--- src/rtl/mwadd_pkg.sv ---
// Shared definitions for the multiword add-with-carry unit.
// Assumes a one-bit operation code at the top-level port.
package mwadd_pkg;

    // Operation selector: plain add or add folding in the stored carry
    typedef enum logic {
        OP_ADD = 1'b0,
        OP_ADC = 1'b1
    } mwadd_op_e;

endpackage

--- src/rtl/mwadd_cin_sel.sv ---
// Carry-in selection for one issued word.
// Returns the stored carry only for add-with-carry on a word that is not
// the first of a long operand; otherwise returns 0.
module mwadd_cin_sel
    import mwadd_pkg::*;
(
    input  mwadd_op_e op,
    input  logic      first_word,
    input  logic      stored_carry,
    output logic      cin
);

    // Pick the carry-in from op code, first-word flag and stored carry
    always_comb begin
        if (first_word) begin
            cin = 1'b0;
        end else if (op == OP_ADC) begin
            cin = stored_carry;
        end else begin
            cin = 1'b0;
        end
    end

endmodule

--- src/rtl/mwadd_slice_adder.sv ---
// Word adder built as a chain of SLICE_W-bit slices.
// Assumes SLICE_W divides WORD_W; the carry ripples slice to slice.
module mwadd_slice_adder #(
    parameter int WORD_W  = 64,
    parameter int SLICE_W = 16
) (
    input  logic [WORD_W-1:0] a,
    input  logic [WORD_W-1:0] b,
    input  logic              cin,
    output logic [WORD_W-1:0] sum,
    output logic              cout
);

    localparam int NSLICE = WORD_W / SLICE_W;

    logic [NSLICE:0] chain;

    // Feed the incoming carry into the lowest slice
    assign chain[0] = cin;

    for (genvar g = 0; g < NSLICE; g++) begin : g_slice
        // One slice: SLICE_W-bit add with carry in and carry out
        assign {chain[g+1], sum[g*SLICE_W +: SLICE_W]} =
            {1'b0, a[g*SLICE_W +: SLICE_W]} +
            {1'b0, b[g*SLICE_W +: SLICE_W]} +
            {{SLICE_W{1'b0}}, chain[g]};
    end

    // Carry leaving the top slice is the word carry-out
    assign cout = chain[NSLICE];

endmodule

--- src/rtl/mwadd_carry_reg.sv ---
// Dedicated carry flip-flop between successive word operations.
// Loads only when an operation is issued; synchronous active-low reset.
module mwadd_carry_reg (
    input  logic clk,
    input  logic rst_n,
    input  logic load,
    input  logic d,
    output logic q
);

    // Hold the carry across idle cycles, load it on issue
    always_ff @(posedge clk) begin
        if (!rst_n) begin
            q <= 1'b0;
        end else if (load) begin
            q <= d;
        end
    end

endmodule

--- src/rtl/mwadd_unit.sv ---
// Top of the multiword add-with-carry unit.
// Adds one WORD_W-bit word per issued operation. Keeps the carry in a local
// flop that is readable as data. Assumes an external driver sequences words
// least significant first.
module mwadd_unit
    import mwadd_pkg::*;
#(
    parameter int WORD_W  = 64,
    parameter int SLICE_W = 16
) (
    input  logic              clk,
    input  logic              rst_n,
    input  logic              op_valid,
    input  logic              op_code,
    input  logic              op_first,
    input  logic [WORD_W-1:0] a,
    input  logic [WORD_W-1:0] b,
    output logic [WORD_W-1:0] sum,
    output logic              sum_valid,
    output logic              carry
);

    // only 32-bit and 64-bit words, split into whole slices
    if (!((WORD_W == 32) || (WORD_W == 64))) begin : g_bad_width
        $error("mwadd_unit: WORD_W must be 32 or 64");
    end
    if ((WORD_W % SLICE_W) != 0) begin : g_bad_slice
        $error("mwadd_unit: SLICE_W must divide WORD_W");
    end

    mwadd_op_e         op;
    logic              cin;
    logic [WORD_W-1:0] word_sum;
    logic              word_cout;

    // Map the plain port bit onto the operation type
    assign op = mwadd_op_e'(op_code);

    mwadd_cin_sel u_cin (
        .op          (op),
        .first_word  (op_first),
        .stored_carry(carry),
        .cin         (cin)
    );

    mwadd_slice_adder #(
        .WORD_W (WORD_W),
        .SLICE_W(SLICE_W)
    ) u_add (
        .a   (a),
        .b   (b),
        .cin (cin),
        .sum (word_sum),
        .cout(word_cout)
    );

    mwadd_carry_reg u_carry (
        .clk  (clk),
        .rst_n(rst_n),
        .load (op_valid),
        .d    (word_cout),
        .q    (carry)
    );

    // Register the word sum on issue and flag it for one cycle
    always_ff @(posedge clk) begin
        if (!rst_n) begin
            sum       <= '0;
            sum_valid <= 1'b0;
        end else begin
            sum_valid <= op_valid;
            if (op_valid) begin
                sum <= word_sum;
            end
        end
    end

endmodule

--- config.mk ---
export PLATFORM = sky130hd
export DESIGN_NAME = mwadd_unit
export DESIGN_NICKNAME = d
export VERILOG_FILES = /design/src/rtl/mwadd_pkg.sv /design/src/rtl/mwadd_cin_sel.sv /design/src/rtl/mwadd_slice_adder.sv /design/src/rtl/mwadd_carry_reg.sv /design/src/rtl/mwadd_unit.sv
export SDC_FILE = /design/constraint.sdc
export NUM_CORES = 1
export LEC_CHECK = 0
export BUFFER_PORTS_ARGS = -buffer_cell sky130_fd_sc_hd__buf_2
export CAP_MARGIN = 20
export CORE_MARGIN = 1
export CORE_UTILIZATION = 35
export CTS_BUF_LIST = sky130_fd_sc_hd__clkbuf_4
export CTS_CLUSTER_DIAMETER = 200
export DETAILED_ROUTE_END_ITERATION = 12
export SETUP_SLACK_MARGIN = 0.15
export SKIP_CTS_REPAIR_TIMING = 1
export SLEW_MARGIN = 0
export SYNTH_ARGS = -nofsm -noshare
export SYNTH_HDL_FRONTEND = slang
export SYNTH_HIERARCHICAL = 1
export SYNTH_SLANG_ARGS = --single-unit
--- constraint.sdc ---
create_clock -name clk -period 8.1 [get_ports clk]
set_input_delay 0 -clock clk [delete_from_list [all_inputs] [get_ports clk]]
set_output_delay 0 -clock clk [all_outputs]
set_load 0.02 [all_outputs]
==> key figures <==
STA
  • Slew HR: 0.609
  • Worst-Margin Slew: 0.586 ns
  • FMAX: between 100 and 150 MHz
  • Final hold violation count: 0
  • Final setup fails: 0
  • Hold slack: around 0.035 ns
  • Period minus WS final: approximately 7.7 ns
  • Clock skew: approximately 0.012 ns
  • Final worst slack: roughly 0.43 ns
  • Final period utilization: 0.947
  • Max Slew Vio Count: 0
  • RSZ-0062 raised after global routing: yes
  • Setup TNS: 0 ns

Worst setup path
  • Worst Setup Start Kind: register
  • Worst Path Arrival: between 8 and 9 ns
  • Critical Path End Type: register
  • Worst Path Max Fanout: 4
  • Kind of critical path: reg2reg
  • Max incr delay on CP: between 0.4 and 0.5 ns
  • Crit path required time: around 8.5 ns
  • CP max stage cell: or4_1
  • Most used cell, CP: fa_2
  • Reg2Reg Depth: 37

Global route
  • Gr usage total: 0.165
  • Gr ovfl total: 0
  • Initial antenna violation count: 1
  • Vias in the first global route: approximately 4,500
  • First-pass GRT wire length: around 21,000 µm
  • Largest net degree at the start of global routing: 67

Power and ir drop
  • Clock network fraction of total power: 0.184
  • Leakage: 3.47 nW
  • Internal power: ~0.64 mW
  • Switching power: a little under 0.4 mW
  • PwrDens: 150 nW/µm²
  • Seq pwr share: 0.368
  • Switching share of power: 0.382
  • Max VDD drop: between 0.00005 and 0.00006 V
  • Comb pwr share: 0.449

Logic synthesis
  • Syn Area/Cell: a little under 9 µm²
  • Register area share after synthesis: 0.241
  • Dominant synthesized flop cell: dfxtp_1
  • Mapped cell area: between 5000 and 6000 µm²
  • Post-synthesis sequential element count: 66
  • Synth top area share: 0.241
  • Synth warn: 6
  • Synth cell types: 58
  • Post-synth EDFFs: 0
  • Area leader, netlist: dfxtp_1
  • Cell count after synthesis: 615
  • Synth area leaders: dfxtp_1 (24%), ha_1 (14%), mux2i_1 (12%), nor2b_1 (8.7%), xnor2_1 (5.3%)
  • Synth Net Count: approximately 820
  • Post-synth ARST share: 0

Final layout
  • Layout cells sized above 1: 0.307
  • Area grow syn2layout: 25.6%
  • Commonest non-fill, non-tap cells in the layout: buf_2 (197), nor2b_1 (75), mux2i_1 (65), dfxtp_1 (65), ha_1 (60)
  • # fillers: between 1,500 and 2,000
  • Commonest non-fill, non-tap cell in the layout: buf_2
  • Fin cells: roughly 1,000
  • # nets final: about 1,000
  • Final core occ: 0.452

Route
  • TritonRoute pass-1 iters: 4
  • DRC viols: 0
  • DR vias/cell: between 4 and 5
  • Vias: approximately 5,000
  • Iter 0 DRT Violations: between 150 and 200
  • Drt wl/cell: around 13 µm
  • Total Wirelength: 13,500 µm
  • Routed Antenna Nets: 0

Floorplanning
  • I/O pin total: 199
  • Std cell rows: 45
  • Die area: around 16,000 µm²
  • Initial core utilization: 0.360
  • Die height: roughly 130 µm
  • Chip width: approximately 130 µm
  • Core ar.: 15,300 µm²

Place
  • PortBufs: 198
  • Pre-CTS setup slack: ~0.051 ns
  • Hpwl dp: about 10,000 µm
  • Final Wtd Congestion: around 0.79
  • Placed cells: roughly 1,000

Hold path
  • Hold Path Class: in2reg
  • Depth of the worst hold-timing path: 5

Clocking
  • Clock Path Buffers: 2
  • Clock root buffer master: clkbuf_4
  • Clock transition at path regs: 0.10 ns
  • CTS buffer count: 9
  • Clock sink count: 66
  • TritonCTS clock tree: done
  • CTS H-tree lvls: 3
  • Clock Latency Late Sink: between 0.4 and 0.5 ns

Flow run
  • Max cap viols: 0

Status
  • Status: finished clean
==> per-stage QoR <==
stage | area (µm²) | total power, mW
6_report | 6900 | 1.04
2_1_floorplan | 5490 | 0.711
3_3_place_gp | 6610 | 0.834
5_1_grt | 6900 | 1.12
4_1_cts | 6710 | 1.04
3_5_place_dp | 6610 | 0.835
==> worst max-delay path, delay by kind of cell, from the launching register on <==
family	cells	cell delay [ns]
flip-flops	1	0.34
AO/OA/AOI/OAI	17	3.56
AND/OR/NAND/NOR	9	1.59
multiplexers	1	0.08
adder cells (fa/ha/maj)	8	1.97
buffers and inverters	2	0.10
==> worst paths after layout <==
| kind | start | slack, ns | endpoint |
|---|---|---|---|
| setup reg to reg | u_carry/q$_SDFFE_PN0P_ | 0.43 | sum[62]$_SDFFE_PN0P_ |
| hold / removal | b[63] | 0.04 | u_carry/q$_SDFFE_PN0P_ |
| hold reg to reg | sum[21]$_SDFFE_PN0P_ | 0.52 | sum[21]$_SDFFE_PN0P_ |
| setup / recovery | u_carry/q$_SDFFE_PN0P_ | 0.43 | sum[62]$_SDFFE_PN0P_ |
==> layer usage <==
metal | vias up | wire length [µm] | GRT usage
met1 | 2247 | 6580 | 0.218
met5 | - | 0 | 0
met3 | 11 | 556 | 0.0327
met2 | 122 | 6260 | 0.266
met4 | 0 | 154 | 0.0588
li1 | 2596 | - | -
==> synthesized netlist by cell type (4+ instances only) <==
| library cell | number |
|---|---|
| nand2_1 | 21 |
| a21o_1 | 15 |
| nand2b_1 | 5 |
| nor3_1 | 7 |
| mux2i_1 | 65 |
| nor4_1 | 4 |
| nor2b_1 | 76 |
| o21ai_1 | 6 |
| inv_1 | 34 |
| o31a_1 | 5 |
| o21a_1 | 15 |
| or3_1 | 4 |
| a21oi_1 | 44 |
| and3_1 | 7 |
| ha_1 | 60 |
| and2_1 | 6 |
| xnor2_1 | 33 |
| xor2_1 | 13 |
| buf_12 | 4 |
| nor2_1 | 32 |
| fa_1 | 8 |
| clkbuf_1 | 8 |
| a31oi_1 | 11 |
| nand4_1 | 4 |
| o21ai_0 | 13 |
| nand3_1 | 5 |
| dfxtp_1 | 66 |
==> power groups by stage <==
stage / Combinational (mW) / Clock (mW) / Sequential (mW)
after floorplan: 0.278 / 0 / 0.434
after global placement: 0.446 / 0 / 0.389
after detailed placement: 0.447 / 0 / 0.389
after CTS: 0.449 / 0.204 / 0.382
after global routing: 0.515 / 0.216 / 0.386
final: 0.465 / 0.190 / 0.381
==> logic make-up after synthesis <==
group	Yosys count	synth area share
simple gates	181	0.183
compound gates	139	0.169
fa+ha+maj	68	0.166
flops	66	0.241
mux	65	0.118
buf+inv	50	0.0504
xor+xnor	46	0.0734
==> registers in the layout, summed over array words and instances, names as in the netlist <==
register   count
sum           64
sum_valid      1
u_carry/q      1
==> final cells by class <==
class,instances,area [µm²],area share
antenna,1,2.50,0.000363
clock buffer,11,82.6,0.0120
clock inverter,4,20.0,0.00290
inverter,34,128,0.0185
multi-input combinational,499,3980,0.577
sequential,66,1320,0.192
tap,211,264,0.0383
timing repair buffer,210,1100,0.159
No activity file was read; power rests on OpenSTA's default activity.
